==> src/rtl/nic_reg_pkg.sv <==
package nic_reg_pkg;
  localparam int DW   = 8;
  localparam int AW   = 4;
  localparam int PW   = 2;
  localparam int IDXW = AW + PW;

  // command bits
  localparam int CMD_GO  = 1;
  localparam int CMD_TX  = 2;
  localparam int CMD_RRD = 3;
  localparam int CMD_RWR = 4;

  // status bits
  localparam int ST_TXOK = 1;
  localparam int ST_RDMA = 6;
  localparam int ST_BOOT = 7;

  // {page, offset} register indices
  localparam logic [IDXW-1:0] IX_RING_LO = 6'h01;
  localparam logic [IDXW-1:0] IX_RING_HI = 6'h02;
  localparam logic [IDXW-1:0] IX_BNDRY   = 6'h03;
  localparam logic [IDXW-1:0] IX_TXPG    = 6'h04;
  localparam logic [IDXW-1:0] IX_TXLEN_L = 6'h05;
  localparam logic [IDXW-1:0] IX_TXLEN_H = 6'h06;
  localparam logic [IDXW-1:0] IX_STAT    = 6'h07;
  localparam logic [IDXW-1:0] IX_RADR_L  = 6'h08;
  localparam logic [IDXW-1:0] IX_RADR_H  = 6'h09;
  localparam logic [IDXW-1:0] IX_RCNT_L  = 6'h0A;
  localparam logic [IDXW-1:0] IX_RCNT_H  = 6'h0B;
  localparam logic [IDXW-1:0] IX_DCFG    = 6'h0E;
  localparam logic [IDXW-1:0] IX_MASK    = 6'h0F;
  localparam logic [IDXW-1:0] IX_STN     = 6'h11;
  localparam logic [IDXW-1:0] IX_CURPG   = 6'h17;
  localparam logic [IDXW-1:0] IX_MCAST   = 6'h18;
endpackage

==> src/rtl/nic_page_decode.sv <==
module nic_page_decode #(
  parameter int ADDR_W = 4,
  parameter int PAGE_W = 2,
  localparam int IDX_W = ADDR_W + PAGE_W
) (
  input  logic              wr_en_i,
  input  logic [PAGE_W-1:0] page_i,
  input  logic [ADDR_W-1:0] addr_i,
  output logic [IDX_W-1:0]  idx_o,
  output logic              is_cmd_o,
  output logic              wr_cmd_o,
  output logic              wr_reg_o
);
  assign is_cmd_o = (addr_i == '0);
  assign idx_o    = {page_i, addr_i};
  assign wr_cmd_o = wr_en_i & is_cmd_o;
  assign wr_reg_o = wr_en_i & ~is_cmd_o;
endmodule

==> src/rtl/nic_byte_bank.sv <==
module nic_byte_bank #(
  parameter int DATA_W  = 8,
  parameter int IDX_W   = 6,
  parameter int N_BYTES = 6,
  parameter logic [IDX_W-1:0] BASE = '0
) (
  input  logic              clk_i,
  input  logic              rst_ni,
  input  logic              wr_i,
  input  logic [IDX_W-1:0]  idx_i,
  input  logic [DATA_W-1:0] wdata_i,
  output logic              hit_o,
  output logic [DATA_W-1:0] rdata_o
);
  localparam logic [IDX_W-1:0] NUM = IDX_W'(N_BYTES);

  logic [IDX_W-1:0]  sel;
  logic [DATA_W-1:0] mem_q [N_BYTES];

  assign sel   = idx_i - BASE;
  assign hit_o = (idx_i >= BASE) && (sel < NUM);

  for (genvar g = 0; g < N_BYTES; g++) begin : g_byte
    always_ff @(posedge clk_i or negedge rst_ni) begin
      if (!rst_ni)                                   mem_q[g] <= '0;
      else if (wr_i && hit_o && sel == IDX_W'(g))    mem_q[g] <= wdata_i;
    end
  end

  always_comb begin
    rdata_o = '0;
    for (int i = 0; i < N_BYTES; i++)
      if (sel == IDX_W'(i)) rdata_o = mem_q[i];
  end
endmodule

==> src/rtl/nic_irq_unit.sv <==
module nic_irq_unit #(
  parameter int DATA_W = 8
) (
  input  logic              clk_i,
  input  logic              rst_ni,
  input  logic              clr_wr_i,
  input  logic [DATA_W-1:0] clr_val_i,
  input  logic              boot_clr_i,
  input  logic [DATA_W-1:0] set_i,
  input  logic              mask_wr_i,
  input  logic [DATA_W-1:0] mask_val_i,
  output logic [DATA_W-1:0] stat_o,
  output logic              irq_o
);
  logic [DATA_W-1:0] stat_q, stat_d, mask_q;

  always_comb begin
    stat_d = stat_q;
    if (clr_wr_i) stat_d[DATA_W-2:0] = stat_q[DATA_W-2:0] & ~clr_val_i[DATA_W-2:0];
    if (boot_clr_i) stat_d[DATA_W-1] = 1'b0;
    stat_d = stat_d | set_i;  // set beats clear
  end

  always_ff @(posedge clk_i or negedge rst_ni) begin
    if (!rst_ni) begin
      stat_q <= DATA_W'(1) << (DATA_W - 1);
      mask_q <= '0;
    end else begin
      stat_q <= stat_d;
      if (mask_wr_i) mask_q <= mask_val_i;
    end
  end

  assign stat_o = stat_q;
  assign irq_o  = |(stat_q & mask_q);
endmodule

==> src/rtl/nic_regfile.sv <==
module nic_regfile
  import nic_reg_pkg::*;
#(
  parameter int DATA_W      = DW,
  parameter int ADDR_W      = AW,
  parameter int PAGE_W      = PW,
  parameter int STN_BYTES   = 6,
  parameter int MCAST_BYTES = 8,
  localparam int IDX_W = ADDR_W + PAGE_W,
  localparam int CNT_W = 2 * DATA_W
) (
  input  logic              clk_i,
  input  logic              rst_ni,
  input  logic              wr_en_i,
  input  logic [ADDR_W-1:0] addr_i,
  input  logic [DATA_W-1:0] wdata_i,
  output logic [DATA_W-1:0] rdata_o,
  input  logic [DATA_W-2:0] status_set_i,
  output logic              irq_o,
  output logic              tx_req_o,
  output logic [CNT_W-1:0]  tx_addr_o,
  output logic [CNT_W-1:0]  tx_len_o,
  output logic [CNT_W-1:0]  ring_start_o,
  output logic [CNT_W-1:0]  ring_stop_o,
  output logic [CNT_W-1:0]  rdma_cnt_o,
  output logic [DATA_W-1:0] data_cfg_o
);
  logic [DATA_W-1:0] cmd_q, ring_lo_q, ring_hi_q, bndry_q, txpg_q, tsr_q, dcfg_q, curpg_q;
  logic [CNT_W-1:0]  txlen_q, radr_q, rcnt_q;
  logic              tx_req_q;

  logic [IDX_W-1:0]  idx;
  logic              is_cmd, wr_cmd, wr_reg;
  logic              go, go_tx, go_zero_dma;
  logic [DATA_W-1:0] set_vec, isr_q;
  logic              stn_hit, mc_hit;
  logic [DATA_W-1:0] stn_rd, mc_rd;

  nic_page_decode #(.ADDR_W(ADDR_W), .PAGE_W(PAGE_W)) u_dec (
    .wr_en_i (wr_en_i),
    .page_i  (cmd_q[DATA_W-1 -: PAGE_W]),
    .addr_i  (addr_i),
    .idx_o   (idx),
    .is_cmd_o(is_cmd),
    .wr_cmd_o(wr_cmd),
    .wr_reg_o(wr_reg)
  );

  assign go          = wr_cmd & wdata_i[CMD_GO];
  assign go_tx       = go & wdata_i[CMD_TX];
  assign go_zero_dma = go & (wdata_i[CMD_RRD] | wdata_i[CMD_RWR]) & (rcnt_q == '0);

  always_comb begin
    set_vec          = {1'b0, status_set_i};
    set_vec[ST_TXOK] = set_vec[ST_TXOK] | go_tx;
    set_vec[ST_RDMA] = set_vec[ST_RDMA] | go_zero_dma;
  end

  nic_irq_unit #(.DATA_W(DATA_W)) u_irq (
    .clk_i     (clk_i),
    .rst_ni    (rst_ni),
    .clr_wr_i  (wr_reg && idx == IX_STAT),
    .clr_val_i (wdata_i),
    .boot_clr_i(go),
    .set_i     (set_vec),
    .mask_wr_i (wr_reg && idx == IX_MASK),
    .mask_val_i(wdata_i),
    .stat_o    (isr_q),
    .irq_o     (irq_o)
  );

  nic_byte_bank #(.DATA_W(DATA_W), .IDX_W(IDX_W), .N_BYTES(STN_BYTES), .BASE(IX_STN)) u_stn (
    .clk_i(clk_i), .rst_ni(rst_ni), .wr_i(wr_reg), .idx_i(idx),
    .wdata_i(wdata_i), .hit_o(stn_hit), .rdata_o(stn_rd)
  );

  nic_byte_bank #(.DATA_W(DATA_W), .IDX_W(IDX_W), .N_BYTES(MCAST_BYTES), .BASE(IX_MCAST)) u_mc (
    .clk_i(clk_i), .rst_ni(rst_ni), .wr_i(wr_reg), .idx_i(idx),
    .wdata_i(wdata_i), .hit_o(mc_hit), .rdata_o(mc_rd)
  );

  always_ff @(posedge clk_i or negedge rst_ni) begin
    if (!rst_ni) begin
      cmd_q <= '0; ring_lo_q <= '0; ring_hi_q <= '0; bndry_q <= '0;
      txpg_q <= '0; tsr_q <= '0; dcfg_q <= '0; curpg_q <= '0;
      txlen_q <= '0; radr_q <= '0; rcnt_q <= '0; tx_req_q <= 1'b0;
    end else begin
      tx_req_q <= go_tx;
      if (go_tx) tsr_q <= DATA_W'(1);
      if (wr_cmd) cmd_q <= wdata_i;
      if (wr_reg) begin
        unique case (idx)
          IX_RING_LO: ring_lo_q <= wdata_i;
          IX_RING_HI: ring_hi_q <= wdata_i;
          IX_BNDRY:   bndry_q   <= wdata_i;
          IX_TXPG:    txpg_q    <= wdata_i;
          IX_TXLEN_L: txlen_q[DATA_W-1:0]      <= wdata_i;
          IX_TXLEN_H: txlen_q[CNT_W-1:DATA_W]  <= wdata_i;
          IX_RADR_L:  radr_q[DATA_W-1:0]       <= wdata_i;
          IX_RADR_H:  radr_q[CNT_W-1:DATA_W]   <= wdata_i;
          IX_RCNT_L:  rcnt_q[DATA_W-1:0]       <= wdata_i;
          IX_RCNT_H:  rcnt_q[CNT_W-1:DATA_W]   <= wdata_i;
          IX_DCFG:    dcfg_q    <= wdata_i;
          IX_CURPG:   curpg_q   <= wdata_i;
          default: ;
        endcase
      end
    end
  end

  always_comb begin
    rdata_o = '0;
    if (is_cmd)       rdata_o = cmd_q;
    else if (stn_hit) rdata_o = stn_rd;
    else if (mc_hit)  rdata_o = mc_rd;
    else begin
      case (idx)
        IX_BNDRY:  rdata_o = bndry_q;
        IX_TXPG:   rdata_o = tsr_q;
        IX_STAT:   rdata_o = isr_q;
        IX_RADR_L: rdata_o = radr_q[DATA_W-1:0];
        IX_RADR_H: rdata_o = radr_q[CNT_W-1:DATA_W];
        IX_CURPG:  rdata_o = curpg_q;
        default:   rdata_o = '0;
      endcase
    end
  end

  assign tx_req_o     = tx_req_q;
  assign tx_addr_o    = {txpg_q, DATA_W'(0)};
  assign tx_len_o     = txlen_q;
  assign ring_start_o = {ring_lo_q, DATA_W'(0)};
  assign ring_stop_o  = {ring_hi_q, DATA_W'(0)};
  assign rdma_cnt_o   = rcnt_q;
  assign data_cfg_o   = dcfg_q;
endmodule

==> config.mk <==
export PLATFORM = sky130hd
export DESIGN_NAME = nic_regfile
export DESIGN_NICKNAME = d
export VERILOG_FILES = /design/src/rtl/nic_reg_pkg.sv /design/src/rtl/nic_page_decode.sv /design/src/rtl/nic_byte_bank.sv /design/src/rtl/nic_irq_unit.sv /design/src/rtl/nic_regfile.sv
export SDC_FILE = /design/constraint.sdc
export NUM_CORES = 1
export LEC_CHECK = 0
export BUFFER_PORTS_ARGS = -buffer_cell sky130_fd_sc_hd__buf_2
export CORE_MARGIN = 4
export CORE_UTILIZATION = 35
export CTS_BUF_LIST = sky130_fd_sc_hd__clkbuf_4 sky130_fd_sc_hd__clkbuf_8
export DETAILED_ROUTE_END_ITERATION = 16
export PLACE_DENSITY = 0.49
export SYNTH_ARGS = -nofsm -noshare
export SYNTH_HDL_FRONTEND = slang
export SYNTH_HIERARCHICAL = 1
export SYNTH_SLANG_ARGS = --single-unit
==> constraint.sdc <==
create_clock -name clk_i -period 4.2 [get_ports clk_i]
set_input_delay 0.42 -clock clk_i [delete_from_list [all_inputs] [get_ports clk_i]]
set_output_delay 0.42 -clock clk_i [all_outputs]
set_load 0.005 [all_outputs]
==> impl_metrics.ini <==
[synth]
synth_area_leader_cell = sky130_fd_sc_hd__dfrtp_1
asyncSetResetFlopFracSynth_pct = 100
synth-warning-count = 6
seq_area_frac_synth_pct = 51.2
yosys-top-cells-area = sky130_fd_sc_hd__dfrtp_1 (51%), sky130_fd_sc_hd__mux2_2 (23%), sky130_fd_sc_hd__mux2_4 (2.1%)
synthCells = 900
synth.ff_latch_count = 234
yosys-top-cells-count = sky130_fd_sc_hd__dfrtp_1 (233), sky130_fd_sc_hd__mux2_2 (233), sky130_fd_sc_hd__nand2_1 (44)
synth-main-ff-cell = sky130_fd_sc_hd__dfrtp_1
synth-edff-count = 0
synth_area_um2 = 11400
synth.top_cell.area_share_pct = 51.0
syn_area_per_cell_um2 = 12.7
synth.distinct_cells = 66

[finish]
nNetsFinal = 1028
num_antenna_cells = 0
fillers = 3093
finalInstanceArea_um2 = 13100
finalNonFillerCells = 1461
share_of_final_layout_standard_cells_stronger_than_drive_strength_1_pct = 45.2
area.growth.synth_to_final_pct = 14.7
final_core_utilization_pct = 41.2

[timing]
grt_setup_unrepaired = no
fin_hold_ws_ps = 69.2
report.final.setup_viol = 0
skew_ps = 35.4
postLayoutSetupSlackWorst_ps = 506
max_freq_mhz = 271
final_max_slew_viol_count = 0
minimum_clock_period_ps = 3690
slew-limit-headroom_pct = 39.2
layout_worst_path_cycle_share_pct = 88.0
finalHoldViolations = 0
tns_ps = 0
worst_pin_slew_ps = 909

[global_route]
grt_util_met2_pct = 28.1
busiest_layer = met2
globalRouteOverflowTotal = 0
global_route.usage.met3_pct = 2.78
maximum_number_of_pins_on_one_net_before_global_route_repair = 102
grt_util_met1_pct = 25.2
grt_antenna_before_repair = 0
grtUsageTotal_pct = 17.5
first_global_vias = 7907
grt_first_pass_wirelength_um = 48900

[detailed_routing]
drc_violation_count_after_routing = 0
wirelength_um = 31400
dr.first_iter.drc_count = 446
post_drt_antenna_nets = 0
drt-vias-per-instance = 5.17
via_count = 7555
drt_first_pass_iters = 5
routedWlPerCell_um = 21.5

[die]
boundary_pins = 120
core-area_um2 = 31900
floorplan.die_area_um2 = 35600
floorplan.die.height_um = 189
die_w_um = 189
initial_utilization_pct = 35.9
std_cell_rows = 65

[setup_path]
rrSetupSlack_ps = 1720
critPathLaunch = cmd_q[6]
ff_to_ff_end = rdma_cnt_o[11]
reg2reg_depth = 5
worst-path-max-fanout = 17
worst-endpoint-arrival_ps = 3270
path_class = register to primary output
critical_path.startpoint_type = register
reg2reg_from = cmd_q[7]
endpoint_kind = primary output
required_ps = 3780

[clock_network]
cts_max_path_buffers = 3
cts_tree = built
clock_tree.htree_level_count = 2
insertion_delay_ps = 550
cts-buffers-inserted = 42
cts_root_buf = sky130_fd_sc_hd__clkbuf_8
post_cts_clock_slew_at_the_launch_and_capture_registers_of_the_worst_setup_and_hold_paths_ps = 60
postCtsResizedCells = 0
cts.sinks = 234

[worst_hold_path]
hold-path-cell-count = 2
timing.hold.worst.start = status_set_i[4]
class_of_the_worst_hold_path = input port to register
timing.hold.worst_endpoint = u_irq/stat_o[4]

[placed_design]
place.gp.congestion = 0.793
numPortBuffers = 95
post_dp_hpwl_um = 20400
dp.cells = 1391
detailedPlace.worstSlack_ps = 768
placed_cell_area_um2 = 12300

[flow_run]
cap_violations = 0

[power]
leakage_nw = 6.13
ir_worst_vdd_uv = 219
design_power_total_mw = 6.15
power.density_nw_per_um2 = 469

[outcome]
run_status = finished clean
-- flip-flops by register name (all words and copies together), names as in the netlist --
| signal | flops |
|---|---|
| cmd_q | 8 |
| tx_len_o | 16 |
| curpg_q | 8 |
| u_irq/stat_o | 8 |
| rdma_cnt_o | 16 |
| tx_req_o | 1 |
| u_irq/mask_q | 8 |
| tsr_q | 1 |
| bndry_q | 8 |
| radr_q | 16 |
| ring_lo_q | 8 |
| u_mc/mem_q | 64 |
| u_stn/mem_q | 48 |
| ring_hi_q | 8 |
| data_cfg_o | 8 |
| txpg_q | 8 |
-- final cells by class --
class / count / area, µm² / area share (%)
multi-input cells: 599 / 5160 / 39.3
well taps: 435 / 544 / 4.15
clock inverters: 9 / 104 / 0.792
flip-flops and latches: 234 / 5860 / 44.6
inverters: 7 / 26.3 / 0.200
repair buffers: 117 / 678 / 5.17
clock buffers: 60 / 751 / 5.72
-- layout by cell type (no fill, tap or decap), types with 3 or more instances in the layout --
cell | synthesis | routed
sky130_fd_sc_hd__buf_2 | 12 | 94
sky130_fd_sc_hd__or2_2 | 4 | 4
sky130_fd_sc_hd__ha_1 | 5 | 5
sky130_fd_sc_hd__and3_1 | 15 | 15
sky130_fd_sc_hd__clkinv_2 | 0 | 4
sky130_fd_sc_hd__nor3_4 | 4 | 4
sky130_fd_sc_hd__nand2b_1 | 8 | 8
sky130_fd_sc_hd__o21ai_0 | 23 | 23
sky130_fd_sc_hd__a21o_1 | 8 | 8
sky130_fd_sc_hd__o22ai_1 | 16 | 16
sky130_fd_sc_hd__clkbuf_4 | 0 | 12
sky130_fd_sc_hd__a41oi_1 | 8 | 8
sky130_fd_sc_hd__nor2_2 | 5 | 5
sky130_fd_sc_hd__nand3b_1 | 9 | 9
sky130_fd_sc_hd__and2_1 | 11 | 11
sky130_fd_sc_hd__a22oi_1 | 14 | 14
sky130_fd_sc_hd__mux2_2 | 233 | 233
sky130_fd_sc_hd__nor3b_1 | 3 | 3
sky130_fd_sc_hd__nor2b_1 | 16 | 16
sky130_fd_sc_hd__nand3_2 | 4 | 4
sky130_fd_sc_hd__mux2_4 | 16 | 16
sky130_fd_sc_hd__a221o_1 | 8 | 8
sky130_fd_sc_hd__dfrtp_1 | 233 | 233
sky130_fd_sc_hd__a32oi_1 | 5 | 5
sky130_fd_sc_hd__buf_4 | 31 | 19
sky130_fd_sc_hd__conb_1 | 1 | 25
sky130_fd_sc_hd__nand2_1 | 44 | 44
sky130_fd_sc_hd__a21oi_1 | 11 | 11
sky130_fd_sc_hd__a2bb2oi_1 | 5 | 5
sky130_fd_sc_hd__mux2i_1 | 4 | 4
sky130_fd_sc_hd__nor4_1 | 5 | 5
sky130_fd_sc_hd__clkbuf_8 | 0 | 48
sky130_fd_sc_hd__inv_1 | 7 | 7
sky130_fd_sc_hd__a221oi_1 | 6 | 6
sky130_fd_sc_hd__nor2_1 | 19 | 19
sky130_fd_sc_hd__nand3_1 | 27 | 27
sky130_fd_sc_hd__mux2_1 | 3 | 3
-- worst max-delay path, stage by stage (launching register included) --
cell                      delay (ps)
sky130_fd_sc_hd__dfrtp_1         370
sky130_fd_sc_hd__buf_4           250
sky130_fd_sc_hd__nor4b_1         270
sky130_fd_sc_hd__a22oi_1         150
sky130_fd_sc_hd__o22ai_1         170
sky130_fd_sc_hd__buf_4           200
sky130_fd_sc_hd__o21ai_0         240
sky130_fd_sc_hd__a32oi_1         460
sky130_fd_sc_hd__nor2b_1         110
sky130_fd_sc_hd__a41oi_1         200
sky130_fd_sc_hd__a221o_1         180
sky130_fd_sc_hd__buf_2           120
-- layer usage --
layer	share of wire, %	wire (µm)
met4	1.3	420
met1	48	14900
met5	0	0
met3	3.8	1190
met2	47	14900
-- power breakdown --
| part | switching, mW | total (mW) | internal (mW) |
|---|---|---|---|
| Sequential | 0.227 | 2.86 | 2.64 |
| Combinational | 0.508 | 1.09 | 0.581 |
| Clock | 0.934 | 2.20 | 1.27 |
| Total | 1.67 | 6.15 | 4.49 |
-- how the worst max path moves through the flow --
| stage | end | slack (ps) |
|---|---|---|
| after floorplan | rdata_o[6] | 1310 |
| after global placement | rdata_o[2] | 850 |
| after detailed placement | rdata_o[2] | 770 |
| after CTS | rdata_o[2] | 480 |
| after global routing | rdata_o[7] | 280 |
| final | rdata_o[3] | 510 |
-- repair_timing --
| item | CTS | global route |
|---|---|---|
| setup buffers | 0 | 0 |
| hold buffers | 1 | 0 |
| hold endpoints to repair | 96 | 0 |
-- logic make-up after synthesis --
family	synth area share, %
AND/OR/NAND/NOR	10.1
other	0.0328
adder cells (fa/ha/maj)	0.547
buffers and inverters	4.62
multiplexers	26.1
XOR/XNOR	0.219
AO/OA/AOI/OAI	7.21
flip-flops	51.2
Note: power is estimated with default switching activity, not from simulation.
